===== src/rtl/hsk_pkg.sv =====
package hsk_pkg;

  // Port register bit positions (behavioural: the host decodes them)
  localparam int REQ_BIT = 3;
  localparam int ACK_BIT = 4;
  localparam int TIP_BIT = 5;

  typedef enum logic [2:0] {
    ACT_NONE,     // in-progress asserted, no edge
    ACT_CAPTURE,  // host-to-device byte edge
    ACT_DELIVER,  // device-to-host byte edge
    ACT_SYNC,     // idle acknowledge echo
    ACT_END,      // in-progress released
    ACT_IDLE      // idle, nothing toggled
  } hsk_act_e;

  // A handshake edge is any change of acknowledge or in-progress
  function automatic logic hsk_edge(input logic prev_ack, input logic prev_tip,
                                    input logic ack, input logic tip);
    return (ack ^ prev_ack) | (tip ^ prev_tip);
  endfunction

  // Classify one evaluation from the new and stored line levels
  function automatic hsk_act_e hsk_decide(input logic tip, input logic prev_tip,
                                          input logic ack, input logic prev_ack,
                                          input logic dir_out);
    hsk_act_e a;
    if (!tip) begin
      if (hsk_edge(prev_ack, prev_tip, ack, tip))
        a = dir_out ? ACT_CAPTURE : ACT_DELIVER;
      else
        a = ACT_NONE;
    end else if (prev_tip && (ack != prev_ack)) begin
      a = ACT_SYNC;
    end else if (!prev_tip) begin
      a = ACT_END;
    end else begin
      a = ACT_IDLE;
    end
    return a;
  endfunction

endpackage


===== src/rtl/hsk_hshake.sv =====
module hsk_hshake
  import hsk_pkg::*;
#(
  parameter int DW = 8
) (
  input  logic          clk,
  input  logic          rst_n,
  input  logic          port_wr,
  input  logic [DW-1:0] port_wdata,
  input  logic          ctrl_wr,
  input  logic          ctrl_dir,
  input  logic          rsp_load,
  input  logic          sr_clr,
  input  logic          ob_full,
  input  logic          rsp_pending,
  input  logic          rsp_last,
  output logic [DW-1:0] port_rdata,
  output logic          ev_any,
  output logic          do_capture,
  output logic          do_deliver,
  output logic          do_end,
  output logic          ev_sync,
  output logic          req_n,
  output logic          sr_flag
);

  // The stored port value doubles as the previous value for edge detection
  logic [DW-1:0] port_q;
  logic          dir_q;
  logic          req_q;
  logic          flag_q;

  logic          ack_new, tip_new, dir_new;
  logic          idle_req_low;
  logic          flag_set;
  hsk_act_e      act;

  assign ack_new = port_wr ? port_wdata[ACK_BIT] : port_q[ACK_BIT];
  assign tip_new = port_wr ? port_wdata[TIP_BIT] : port_q[TIP_BIT];
  assign dir_new = ctrl_wr ? ctrl_dir : dir_q;

  assign ev_any = port_wr | ctrl_wr | rsp_load;
  assign act    = hsk_decide(tip_new, port_q[TIP_BIT], ack_new, port_q[ACK_BIT], dir_new);

  assign do_capture   = ev_any && (act == ACT_CAPTURE) && !ob_full;
  assign do_deliver   = ev_any && (act == ACT_DELIVER) && rsp_pending;
  assign ev_sync      = ev_any && (act == ACT_SYNC);
  assign do_end       = ev_any && (act == ACT_END);
  assign idle_req_low = ev_any && ((act == ACT_END) || (act == ACT_IDLE)) && rsp_pending;
  assign flag_set     = do_capture | do_deliver | ev_sync | do_end | rsp_load;

  always_ff @(posedge clk or negedge rst_n) begin
    if (!rst_n) begin
      port_q <= {DW{1'b1}};
      dir_q  <= 1'b0;
    end else begin
      if (port_wr) port_q <= port_wdata;
      if (ctrl_wr) dir_q  <= ctrl_dir;
    end
  end

  always_ff @(posedge clk or negedge rst_n) begin
    if (!rst_n) begin
      req_q <= 1'b1;
    end else if (ev_sync) begin
      req_q <= ack_new;
    end else if (do_deliver && rsp_last) begin
      req_q <= 1'b1;
    end else if (idle_req_low) begin
      req_q <= 1'b0;
    end
  end

  always_ff @(posedge clk or negedge rst_n) begin
    if (!rst_n)        flag_q <= 1'b0;
    else if (flag_set) flag_q <= 1'b1;
    else if (sr_clr)   flag_q <= 1'b0;
  end

  always_comb begin
    port_rdata          = port_q;
    port_rdata[REQ_BIT] = req_q;
  end

  assign req_n   = req_q;
  assign sr_flag = flag_q;

endmodule


===== src/rtl/hsk_obuf.sv =====
module hsk_obuf #(
  parameter int DW    = 8,
  parameter int DEPTH = 16,
  localparam int AW   = $clog2(DEPTH),
  localparam int CW   = $clog2(DEPTH + 1)
) (
  input  logic          clk,
  input  logic          rst_n,
  input  logic          push,
  input  logic [DW-1:0] din,
  input  logic          finish,
  input  logic [AW-1:0] raddr,
  output logic [DW-1:0] rdata,
  output logic          full,
  output logic [CW-1:0] cnt,
  output logic          done,
  output logic [CW-1:0] len
);

  logic [DW-1:0] mem [DEPTH];
  logic [CW-1:0] cnt_q;
  logic          done_q;
  logic [CW-1:0] len_q;

  assign full = (cnt_q == CW'(DEPTH));

  for (genvar i = 0; i < DEPTH; i++) begin : g_entry
    always_ff @(posedge clk) begin
      if (push && !full && (cnt_q == CW'(i))) mem[i] <= din;
    end
  end

  always_ff @(posedge clk or negedge rst_n) begin
    if (!rst_n) begin
      cnt_q  <= '0;
      done_q <= 1'b0;
      len_q  <= '0;
    end else if (finish) begin
      done_q <= (cnt_q != '0);
      len_q  <= cnt_q;
      cnt_q  <= '0;
    end else begin
      done_q <= 1'b0;
      if (push && !full) cnt_q <= cnt_q + CW'(1);
    end
  end

  assign rdata = mem[raddr];
  assign cnt   = cnt_q;
  assign done  = done_q;
  assign len   = len_q;

endmodule


===== src/rtl/hsk_rbuf.sv =====
module hsk_rbuf #(
  parameter int DW    = 8,
  parameter int DEPTH = 16,
  localparam int AW   = $clog2(DEPTH),
  localparam int CW   = $clog2(DEPTH + 1)
) (
  input  logic          clk,
  input  logic          rst_n,
  input  logic          wr,
  input  logic [AW-1:0] waddr,
  input  logic [DW-1:0] wdata,
  input  logic          load,
  input  logic [CW-1:0] len,
  input  logic          adv,
  output logic          pending,
  output logic          last,
  output logic [DW-1:0] byte_o
);

  logic [DW-1:0] mem [DEPTH];
  logic [CW-1:0] idx_q, size_q;
  logic [CW-1:0] idx_eff, size_eff;

  // Lengths beyond the buffer are limited to its depth
  function automatic logic [CW-1:0] clamp_len(input logic [CW-1:0] l);
    return (l > CW'(DEPTH)) ? CW'(DEPTH) : l;
  endfunction

  for (genvar i = 0; i < DEPTH; i++) begin : g_entry
    always_ff @(posedge clk) begin
      if (wr && (waddr == AW'(i))) mem[i] <= wdata;
    end
  end

  assign idx_eff  = load ? '0 : idx_q;
  assign size_eff = load ? clamp_len(len) : size_q;
  assign pending  = (idx_eff < size_eff);
  assign last     = ((idx_eff + CW'(1)) >= size_eff);
  assign byte_o   = mem[idx_eff[AW-1:0]];

  always_ff @(posedge clk or negedge rst_n) begin
    if (!rst_n) begin
      idx_q  <= '0;
      size_q <= '0;
    end else begin
      size_q <= size_eff;
      idx_q  <= adv ? (idx_eff + CW'(1)) : idx_eff;
    end
  end

endmodule


===== src/rtl/hsk_xfer_engine.sv =====
module hsk_xfer_engine
  import hsk_pkg::*;
#(
  parameter int DW       = 8,
  parameter int OB_DEPTH = 16,
  parameter int RB_DEPTH = 16,
  localparam int OAW     = $clog2(OB_DEPTH),
  localparam int OCW     = $clog2(OB_DEPTH + 1),
  localparam int RAW     = $clog2(RB_DEPTH),
  localparam int RCW     = $clog2(RB_DEPTH + 1)
) (
  input  logic           clk,
  input  logic           rst_n,
  input  logic           port_wr,
  input  logic [DW-1:0]  port_wdata,
  output logic [DW-1:0]  port_rdata,
  input  logic           ctrl_wr,
  input  logic           ctrl_dir,
  input  logic           dreg_wr,
  input  logic [DW-1:0]  dreg_wdata,
  output logic [DW-1:0]  dreg_q,
  input  logic           rsp_wr,
  input  logic [RAW-1:0] rsp_waddr,
  input  logic [DW-1:0]  rsp_wdata,
  input  logic           rsp_load,
  input  logic [RCW-1:0] rsp_len,
  input  logic           sr_clr,
  output logic           req_n,
  output logic           sr_flag,
  output logic           pkt_done,
  output logic [OCW-1:0] pkt_len,
  input  logic [OAW-1:0] ob_raddr,
  output logic [DW-1:0]  ob_rdata
);

  // Named internal events, also observed by the bound checker
  logic           ev_any, do_capture, do_deliver, do_end, ev_sync;
  logic           ob_full, rsp_pending, rsp_last;
  logic [OCW-1:0] ob_cnt;
  logic [DW-1:0]  rsp_byte;
  logic [DW-1:0]  dreg_r;

  hsk_hshake #(.DW(DW)) u_hshake (
    .clk         (clk),
    .rst_n       (rst_n),
    .port_wr     (port_wr),
    .port_wdata  (port_wdata),
    .ctrl_wr     (ctrl_wr),
    .ctrl_dir    (ctrl_dir),
    .rsp_load    (rsp_load),
    .sr_clr      (sr_clr),
    .ob_full     (ob_full),
    .rsp_pending (rsp_pending),
    .rsp_last    (rsp_last),
    .port_rdata  (port_rdata),
    .ev_any      (ev_any),
    .do_capture  (do_capture),
    .do_deliver  (do_deliver),
    .do_end      (do_end),
    .ev_sync     (ev_sync),
    .req_n       (req_n),
    .sr_flag     (sr_flag)
  );

  hsk_obuf #(.DW(DW), .DEPTH(OB_DEPTH)) u_obuf (
    .clk    (clk),
    .rst_n  (rst_n),
    .push   (do_capture),
    .din    (dreg_r),
    .finish (do_end),
    .raddr  (ob_raddr),
    .rdata  (ob_rdata),
    .full   (ob_full),
    .cnt    (ob_cnt),
    .done   (pkt_done),
    .len    (pkt_len)
  );

  hsk_rbuf #(.DW(DW), .DEPTH(RB_DEPTH)) u_rbuf (
    .clk     (clk),
    .rst_n   (rst_n),
    .wr      (rsp_wr),
    .waddr   (rsp_waddr),
    .wdata   (rsp_wdata),
    .load    (rsp_load),
    .len     (rsp_len),
    .adv     (do_deliver),
    .pending (rsp_pending),
    .last    (rsp_last),
    .byte_o  (rsp_byte)
  );

  // Shared data register: a delivered response byte wins over a host write
  always_ff @(posedge clk or negedge rst_n) begin
    if (!rst_n)          dreg_r <= '0;
    else if (do_deliver) dreg_r <= rsp_byte;
    else if (dreg_wr)    dreg_r <= dreg_wdata;
  end

  assign dreg_q = dreg_r;

endmodule


===== config.mk =====
export PLATFORM = sky130hd
export DESIGN_NAME = hsk_xfer_engine
export DESIGN_NICKNAME = d
export VERILOG_FILES = /design/src/rtl/hsk_pkg.sv /design/src/rtl/hsk_hshake.sv /design/src/rtl/hsk_obuf.sv /design/src/rtl/hsk_rbuf.sv /design/src/rtl/hsk_xfer_engine.sv
export SDC_FILE = /design/constraint.sdc
export NUM_CORES = 1
export LEC_CHECK = 0
export ABC_AREA = 1
export BUFFER_PORTS_ARGS = -buffer_cell sky130_fd_sc_hd__buf_4
export CAP_MARGIN = 30
export CORE_MARGIN = 2
export CORE_UTILIZATION = 50
export DETAILED_ROUTE_END_ITERATION = 6
export GPL_TIMING_DRIVEN = 0
export PLACE_DENSITY = 0.65
export SYNTH_ARGS = -nofsm -noshare
export SYNTH_HDL_FRONTEND = slang
export SYNTH_SLANG_ARGS = --single-unit

===== constraint.sdc =====
create_clock -name clk -period 5.8 [get_ports clk]
set_clock_uncertainty 0.1 [all_clocks]
set_input_delay 1.16 -clock clk [delete_from_list [all_inputs] [get_ports clk]]
set_output_delay 1.16 -clock clk [all_outputs]
set_load 0.03 [all_outputs]

==> results of run 1 <==
## layer usage
metal,GRT usage,share of wire,up-vias
met1,0.307,0.41,4103
met5,0,0,-
met2,0.419,0.50,305
met4,0.0897,0.037,0
met3,0.0295,0.053,75
li1,-,-,4159
## state kept, by name, indices dropped and copies added (netlist names)
signal,cells
u_hshake.req_n,1
u_obuf.mem,128
u_hshake.sr_flag,1
u_obuf.cnt,5
dreg_q,8
u_hshake.port_q,7
u_obuf.done,1
u_rbuf.size_q,5
u_obuf.len,5
u_rbuf.mem,128
u_hshake.dir_q,1
u_rbuf.idx_q,5
## worst min-delay path by stage
stage	startpoint	end	slack [ns]	cells past startpoint
3_3_place_gp	u_hshake.port_q[6]$_DFFE_PN1P_	u_hshake.port_q[6]$_DFFE_PN1P_	0.35	2
6_report	u_hshake.port_q[1]$_DFFE_PN1P_	u_hshake.port_q[1]$_DFFE_PN1P_	0.36	2
3_5_place_dp	u_hshake.port_q[1]$_DFFE_PN1P_	u_hshake.port_q[1]$_DFFE_PN1P_	0.35	2
2_1_floorplan	u_hshake.dir_q$_DFF_PN0_	u_hshake.dir_q$_DFF_PN0_	0.36	2
5_1_grt	u_hshake.port_q[1]$_DFFE_PN1P_	u_hshake.port_q[1]$_DFFE_PN1P_	0.38	2
4_1_cts	u_hshake.port_q[1]$_DFFE_PN1P_	u_hshake.port_q[1]$_DFFE_PN1P_	0.36	2
## logic make-up (layout without fill, tap and decap cells)
family	after synthesis	in the layout	synth area share
AOI/OAI and AO/OA	154	154	0.0714
xor gates and xnor gates	3	3	0.00205
adders and majority gates	17	17	0.0166
buffers and inverters	191	331	0.0658
DFF	295	295	0.677
and+or+nand+nor	477	477	0.167
## synthesized netlist by cell type
master / n / area share
buf_6: 9 / 0.0079
or2_2: 1 / 0.00049
nand4_4: 1 / 0.0017
nand4_1: 2 / 0.00098
o21ai_2: 3 / 0.0021
o41ai_1: 1 / 0.00068
inv_1: 124 / 0.036
nor3_1: 14 / 0.0055
nand2_1: 155 / 0.045
buf_4: 3 / 0.0018
o21ai_0: 86 / 0.034
clkbuf_1: 17 / 0.0050
ha_1: 17 / 0.017
o21ai_1: 19 / 0.0074
buf_1: 5 / 0.0015
nand2_2: 12 / 0.0059
buf_2: 17 / 0.0066
o21bai_1: 1 / 0.00059
nor2_1: 142 / 0.042
clkinv_1: 2 / 0.00059
edfxtp_1: 256 / 0.60
clkinv_4: 1 / 0.00068
a31oi_1: 1 / 0.00049
inv_4: 2 / 0.00098
nand3_2: 11 / 0.0086
a21oi_1: 2 / 0.00078
dfrtp_1: 31 / 0.061
o221ai_1: 27 / 0.018
nor2_4: 2 / 0.0018
nand3_1: 134 / 0.052
nand2_4: 2 / 0.0018
nand3_4: 1 / 0.0014
inv_2: 10 / 0.0029
dfstp_2: 8 / 0.016
o211ai_1: 5 / 0.0029
o22ai_1: 9 / 0.0044
buf_12: 1 / 0.0016
xor2_1: 3 / 0.0021
## where the power goes
part / total (mW) / switching, mW / internal [mW]
combinational: 0.567 / 0.385 / 0.182
sequential: 2.52 / 0.0885 / 2.43
clock: 2.01 / 0.814 / 1.19
## worst register-to-register path, delay by kind of cell (launching register included)
kind / cells / cell delay, ns
AND/OR/NAND/NOR: 4 / 1.08
AO/OA/AOI/OAI: 1 / 0.24
adder cells (fa/ha/maj): 1 / 0.30
buffers and inverters: 3 / 0.53
flip-flops: 1 / 0.57
## metrics by stage
stage	cells	utilization	setup slack, ns
after floorplan	1137	-	2.34
after global placement	1539	0.547	1.63
after detailed placement	1550	0.549	1.63
after CTS	1606	0.590	1.61
after global routing	1607	0.591	1.47
final	1607	0.591	1.56
## layout make-up
type	instances	area (sq um)
fill	2108	10300
clock inverter	23	248
timing repair buffer	84	611
sequential	295	8670
clock buffer	33	783
tap	330	413
inverter	139	532
buffer	52	312
multi-input combinational	651	3300
==> metrics, run 1 <==
status=finished, final reports clean; Max clock buf depth=3; commonest non-fill, non-tap cells in the layout=edfxtp_1, nand2_1, nor2_1; worst reg-to-reg setup slack=2.69 ns; placed inst area=13,800 sq um; HPWL Detailed=21.0 mm; CP max stage delay=0.51 ns; post-CTS resize count=0; CP Class=input pin to output pin; Buf+Inv Stages, Crit Path=4; DRC errors left=0; CTS tree=yes; Syn Nets=1,200; Rows=58; Hold WS=0.363 ns; Ports=78; starting density of the core=0.509; critical path fanouts, max=10; fin crit share=0.732; Max-Cap Viols=0; post-synthesis register bit count=295; count of cell types in the netlist=38; number of routed nets with antenna violations=0; share of cells above drive strength 1=0.169; Layout Area Growth over Synthesis=16.1%; clock root cell=clkbuf_16; final hold vios=0; gpl congestion=0.853; Overall Global Routing Usage=0.240; vias per cell=5.38; drt wl/cell=19.6 microns; drt first pass iters=5; Hold-fix buffers, CTS=0; Pwr Density=342 nW/um^2; Tot Pwr=5.09 mW; H-tree levels=1; reg2reg end=u_obuf.mem[2][1]$_DFFE_PP_; largest net degree at the start of global routing=40; total gr overflow=0; Crit path depth=7; Die Y=164 microns; Clock Sink Count=295; initial antenna violation count=0; Total Wirelength=31.4 mm; reg-to-reg startpoint=u_hshake.port_q[5]$_DFFE_PN1P_; Worst Setup SP=ob_raddr[2]; crit path DAT=2.98 ns; critical path required time=4.54 ns; Mapped Area=12,800 sq um; delay-heaviest family, CP=buffers and inverters; worst slew pin tran=1.00 ns; worst skew pair latency=0.56 ns; max frequency=236 MHz; most common cell after layout, fill and taps aside=edfxtp_1; Pins Over Slew Limit=0; vias in the first global route=8,450; # port buffers=72; Syn Area/Cell=11.3 sq um; clock buffer count from CTS=30; fin nets=1,316; Via Count=8,642; sequential element share of the synthesized area=0.677; # setup viols final=0; n_diodes=0; final instance area=14,900 sq um; CP endpoint=ob_rdata[6]; Core ar.=25,200 sq um; Die Width=164 microns; fin crit period=4.24 ns; worst vdd ir=0.255 mV; Initial DRC Count=766; reg2reg path depth=9; YS warnings=0; worst path cell trace=buf_4, clkbuf_1, clkbuf_1, o221ai_1, nand3_1, nand2_1, buf_4; clk slew on worst S/H paths=0.06 ns; Slowest cell on crit path=clkbuf_1; RSZ-0062 raised after global routing=no; global-route wire length before repair=48.3 mm; Die Area=26,900 sq um; setup TNS=0 ns; Post CTS Setup Buffer Count=0; CP Capture Type=output pin; HP Class=flop to flop; startpoint types=input pin; LEAKAGE=5.95 nW; Max-slew headroom=0.328; Post-Syn Instances=1,137
No activity file was read; power rests on OpenSTA's default activity.
==> inputs of run 2 (changes only) <==
--- a/config.mk
+++ b/config.mk
@@ -5,7 +5,7 @@
 export SDC_FILE = /design/constraint.sdc
 export NUM_CORES = 1
 export LEC_CHECK = 0
-export ABC_AREA = 1
+export ABC_AREA = 0
 export BUFFER_PORTS_ARGS = -buffer_cell sky130_fd_sc_hd__buf_4
 export CAP_MARGIN = 30
 export CORE_MARGIN = 2
==> constraint.sdc (replaced) <==
create_clock -name clk -period 4.1 [get_ports clk]
set_clock_uncertainty 0.1 [all_clocks]
set_input_delay 0.82 -clock clk [delete_from_list [all_inputs] [get_ports clk]]
set_output_delay 0.82 -clock clk [all_outputs]
set_load 0.03 [all_outputs]
==> run 2 against run 1 <==
- final cell count is 30% lower
- synthesized cell count is 42% lower
- critical endpoint is now ob_rdata[0]
- highest routed layer unchanged
- clock-buffer cell count is 7 higher
- worst setup slack worse by 0.94 ns
- synthesized area is 4.5% lower
==> metrics, run 2 <==
worst path cell trace=buf_4, buf_1, mux4_2, mux4_2, buf_4; Post-Syn Instances=661; sequential element share of the synthesized area=0.709; drt wl/cell=22.7 microns; largest net degree at the start of global routing=40; clock root cell=clkbuf_16; HPWL Detailed=17.4 mm; commonest non-fill, non-tap cells in the layout=edfxtp_1, buf_4, nand2_1, mux2i_1, mux4_2; Die Area=25,700 sq um; total gr overflow=0; Synth top area share=0.628; post-synthesis register bit count=295; Ports=78; Max clock buf depth=3; met1 GRT Util=0.250; most common cell after layout, fill and taps aside=edfxtp_1; share of cells above drive strength 1=0.263; Max-slew headroom=0.401; status=finished, final reports clean; final core utilization=0.591; vias in the first global route=6,743; vias per cell=5.72; worst slew pin tran=0.895 ns; Crit path depth=5; number of routed nets with antenna violations=0; worst reg-to-reg setup slack=1.16 ns; Syn Nets=724; reg2reg path depth=8; crit path DAT=2.56 ns; final hold vios=0; Slowest cell on crit path=mux4_2; top cell type by total area after synthesis=edfxtp_1; DRC errors left=0; fin crit period=3.48 ns; Clock Sink Count=295; grt met3 use=0.0238; Synth area leaders=edfxtp_1, dfrtp_1, mux4_2; H-tree levels=1; critical path required time=3.18 ns; Syn Area/Cell=18.5 sq um; # setup viols final=0; CP Capture Type=output pin; Post CTS Setup Buffer Count=0; clock buffer count from CTS=30; final instance area=14,300 sq um; # port buffers=71; fin nets=833; initial antenna violation count=0; Die Y=160 microns; Die Width=160 microns; Pwr Density=514 nW/um^2; CTS tree=yes; YS warnings=0; number of enable flip-flop cells after synthesis=256; Synth async-reset ratio=0.132; Pins Over Slew Limit=0; CP Class=input pin to output pin; HP Class=input pin to asynchronous set/reset pin; Buf+Inv Stages, Crit Path=3; RSZ-0062 raised after global routing=no; startpoint types=input pin; LEAKAGE=5.09 nW; most frequent cells after synthesis=edfxtp_1, mux2i_1, nand2_1; setup TNS=0 ns; worst skew pair latency=0.55 ns; critical path fanouts, max=10; CP max stage delay=0.52 ns; count of cell types in the netlist=60; gpl congestion=0.766; n_diodes=0; delay-heaviest family, CP=multiplexers; Max-Cap Viols=0; Mapped Area=12,200 sq um; Hold WS=0.154 ns; Via Count=6,396; Initial DRC Count=433; worst vdd ir=0.397 mV; Total Wirelength=25.4 mm; drt first pass iters=5; starting density of the core=0.506; post-CTS resize count=0; ys flop type=edfxtp_1; placed inst area=13,200 sq um; met2 Track Usage GR=0.371; GRT busiest layer=met2; Hold-fix buffers, CTS=0; fin crit share=0.850; Rows=57; clk slew on worst S/H paths=0.06 ns; Core ar.=24,200 sq um; global-route wire length before repair=39.0 mm; max frequency=287 MHz; Overall Global Routing Usage=0.201; Layout Area Growth over Synthesis=16.8%; most common cell in the netlist=edfxtp_1
run 2: cell count changes after synthesis, moves of 24 or more:
cell	before	now
mux2i_1	0	35
mux4_1	0	24
o221ai_1	27	1
nand2_1	155	35
nor2_1	142	25
inv_1	124	15
nand3_1	134	4
mux4_2	0	32
o21ai_0	86	6
run 2: report_power, final:
part	switching (mW)	total (mW)	internal (mW)
Combinational	0.491	0.840	0.350
Sequential	0.143	3.61	3.46
Clock	1.09	2.89	1.80
Total	1.73	7.34	5.61
run 2: layout make-up:
| type | count | area, sq um |
|---|---|---|
| flip-flops and latches | 295 | 8670 |
| plain buffers | 32 | 204 |
| repair buffers | 77 | 568 |
| fillers | 1786 | 9900 |
| multi-input cells | 318 | 3290 |
| clock buffers | 40 | 828 |
| well taps | 324 | 405 |
| inverters | 16 | 60.1 |
| clock inverters | 16 | 248 |
run 2: path summary, 6_finish.rpt:
kind,startpoint,endpoint
max in group asynchronous,rst_n,u_hshake.port_q[1]$_DFFE_PN1P_
setup reg to reg,u_hshake.port_q[5]$_DFFE_PN1P_,u_obuf.mem[8][7]$_DFFE_PP_
setup / recovery,ob_raddr[1],ob_rdata[0]
hold reg to reg,u_obuf.len[4]$_DFFE_PN0P_,u_obuf.len[4]$_DFFE_PN0P_
hold / removal,rst_n,u_rbuf.size_q[3]$_DFF_PN0_
min in group clk,u_obuf.len[4]$_DFFE_PN0P_,u_obuf.len[4]$_DFFE_PN0P_
run 2: per-stage QoR:
stage	std cells	power (mW)	worst slack, ns
after global placement	1056	4.48	0.206
final	1118	7.34	0.616
after detailed placement	1062	4.52	0.424
after CTS	1118	7.40	0.605
after floorplan	661	4.16	0.938
after global routing	1118	7.60	0.561
run 2: routing by layer:
| metal | up-vias | part of all wire | wire length [microns] |
|---|---|---|---|
| met2 | 145 | 0.54 | 13600 |
| met5 | - | 0 | 0 |
| met3 | 39 | 0.035 | 895 |
| li1 | 2885 | - | - |
| met4 | 0 | 0.023 | 576 |
| met1 | 3327 | 0.40 | 10300 |
run 2: logic make-up after synthesis:
kind of cell / count (synthesis) / share of synthesized area
AOI/OAI and AO/OA: 70 / 0.0431
xor gates and xnor gates: 9 / 0.00644
adders and majority gates: 17 / 0.0174
buffers and inverters: 48 / 0.0216
DFF: 295 / 0.709
muxes: 103 / 0.151
and+or+nand+nor: 119 / 0.0517
==> inputs of run 3 (changes only) <==
--- a/config.mk
+++ b/config.mk
@@ -5,14 +5,14 @@
 export SDC_FILE = /design/constraint.sdc
 export NUM_CORES = 1
 export LEC_CHECK = 0
-export ABC_AREA = 0
+export ABC_AREA = 1
 export BUFFER_PORTS_ARGS = -buffer_cell sky130_fd_sc_hd__buf_4
 export CAP_MARGIN = 30
 export CORE_MARGIN = 2
 export CORE_UTILIZATION = 50
 export DETAILED_ROUTE_END_ITERATION = 6
 export GPL_TIMING_DRIVEN = 0
-export PLACE_DENSITY = 0.65
+export PLACE_DENSITY = 0.67
 export SYNTH_ARGS = -nofsm -noshare
 export SYNTH_HDL_FRONTEND = slang
 export SYNTH_SLANG_ARGS = --single-unit
==> constraint.sdc (replaced) <==
create_clock -name clk -period 2.95 [get_ports clk]
set_clock_uncertainty 0.1 [all_clocks]
set_input_delay 0.59 -clock clk [delete_from_list [all_inputs] [get_ports clk]]
set_output_delay 0.59 -clock clk [all_outputs]
set_load 0.03 [all_outputs]
==> run 3 against run 2 <==
- the run now ends with setup timing left
- sequential cell count unchanged
- worst setup slack lost 0.62 ns
- die area is 4.6% higher
- worst hold slack worse by 0.015 ns
==> metrics, run 3 (synthesis gave the netlist of run 1 again) <==
initial antenna violation count=0; failing checks=setup timing; clk slew on worst S/H paths=0.06 ns; Pwr Density=668 nW/um^2; clock root cell=clkbuf_16; commonest non-fill, non-tap cells in the layout=edfxtp_1, nand2_1, nor2_1, nand3_1, inv_1; final hold vios=0; Ports=78; most common cell after layout, fill and taps aside=edfxtp_1; CTS tree=yes; n_diodes=0; Total Wirelength=31.1 mm; drt wl/cell=19.3 microns; worst reg-to-reg setup slack=-0.00009 ns; max frequency=339 MHz; CP Capture Type=flop; reg2reg path depth=8; Pins Over Slew Limit=0; fin crit share=1.00; # port buffers=72; vias in the first global route=8,599; Rows=58; Layout Area Growth over Synthesis=16.5%; share of cells above drive strength 1=0.180; gpl congestion=0.885; H-tree levels=1; status=finished with violations; reg2reg end=u_obuf.mem[5][3]$_DFFE_PP_; largest net degree at the start of global routing=40; critical path fanouts, max=8; CP max stage delay=0.66 ns; Via Count=8,774; placed inst area=13,800 sq um; worst skew pair latency=0.55 ns; LEAKAGE=5.98 nW; final instance area=14,900 sq um; Max-slew headroom=0.335; Clock Sink Count=295; Slowest cell on crit path=nor2_1; worst vdd ir=0.501 mV; fin nets=1,318; Overall Global Routing Usage=0.236; hold_sp=port_wdata[0]; Max clock buf depth=3; DRC errors left=0; Die Area=26,900 sq um; setup TNS=-0.0000855 ns; clock buffer count from CTS=31; total gr overflow=0; setup ws final=-0.0000855 ns; worst path cell trace=inv_2, o21ai_2, ha_1, nand3_2, nand4_4, inv_2, nand3_1, nor2_1; CP Class=flop to flop; worst slew pin tran=0.993 ns; vias per cell=5.45; most frequent CP cell=inv_2; Initial DRC Count=906; reg-to-reg startpoint=u_hshake.port_q[5]$_DFFE_PN1P_; fin crit period=2.95 ns; Die Width=164 microns; global-route wire length before repair=48.0 mm; Hold Path Depth=3; # setup viols final=1; drt first pass iters=5; Worst Setup SP=u_hshake.port_q[5]$_DFFE_PN1P_; starting density of the core=0.509; Core ar.=25,200 sq um; startpoint types=flop; critical path required time=3.03 ns; HPWL Detailed=20.9 mm; Die Y=164 microns; Post CTS Setup Buffer Count=0; Max-Cap Viols=0; number of routed nets with antenna violations=0; RSZ-0062 raised after global routing=yes; crit path DAT=3.03 ns; HP Class=input pin to flop; Hold EP=u_hshake.port_q[0]$_DFFE_PN1P_
## run 3: cell types whose count changed in the layout (fill, tap and decap cells not counted), moves of 24 or more
cell | before | now
inv_1 | 15 | 124
mux2i_1 | 35 | 0
mux4_1 | 24 | 0
mux4_2 | 32 | 0
nand2_1 | 35 | 155
nand3_1 | 4 | 134
nor2_1 | 25 | 134
o21ai_0 | 6 | 86
o221ai_1 | 1 | 27
## run 3: worst max-delay path by stage
stage / end / slack [ns]
after global routing: u_obuf.mem[9][0]$_DFFE_PP_ / -0.17
after detailed placement: u_obuf.mem[2][7]$_DFFE_PP_ / -0.35
final: u_obuf.mem[5][3]$_DFFE_PP_ / -0.00009
after floorplan: u_obuf.mem[10][0]$_DFFE_PP_ / 0.24
after CTS: u_obuf.mem[13][3]$_DFFE_PP_ / -0.01
after global placement: u_obuf.mem[2][2]$_DFFE_PP_ / -0.45
## run 3: layout make-up
type | count | area (sq um)
clock inverter | 14 | 170
multi-input combinational | 651 | 3340
fill | 2085 | 10300
buffer | 52 | 323
sequential | 295 | 8670
timing repair buffer | 85 | 618
inverter | 139 | 532
tap | 330 | 413
clock buffer | 44 | 855
## run 3: timing repair
action	4_1_cts	5_1_grt
hold endpoints to repair	31	0
endpoints found under the setup margin	28	93
pin swaps	0	0
hold buffers	1	0
resized for setup	6	20
## run 3: report_power, final
group          internal, mW  total, mW  leakage (nW)  switching (mW)
Sequential             4.77       4.95          2.80           0.172
Clock                  2.35       3.90         0.498            1.55
Combinational         0.362       1.13          2.69           0.764
Total                  7.49       9.97          5.98            2.48
## run 3: metrics by stage
step           setup WS [ns]  hold WS [ns]  power (mW)  std cells  utilization
2_1_floorplan          0.238         0.194        5.66       1137            -
3_3_place_gp          -0.448         0.352        6.11       1539        0.547
3_5_place_dp          -0.351         0.357        6.14       1551        0.549
4_1_cts              -0.0101         0.124        10.0       1610        0.591
5_1_grt               -0.168         0.143        10.3       1610        0.593
6_report          -0.0000855         0.139        9.97       1610        0.593
## run 3: critical path, delay by kind of cell, from the launching register on
kind	cells	cell delay (ns)
AOI/OAI and AO/OA	1	0.25
adders and majority gates	1	0.30
buffers and inverters	2	0.21
DFF	1	0.57
and+or+nand+nor	4	1.15
## run 3: routing by layer
| metal | vias up | GRT usage | part of all wire |
|---|---|---|---|
| met4 | 0 | 0.0901 | 0.037 |
| met2 | 309 | 0.401 | 0.49 |
| li1 | 4176 | - | - |
| met3 | 71 | 0.0280 | 0.059 |
| met5 | - | 0 | 0 |
| met1 | 4218 | 0.311 | 0.42 |
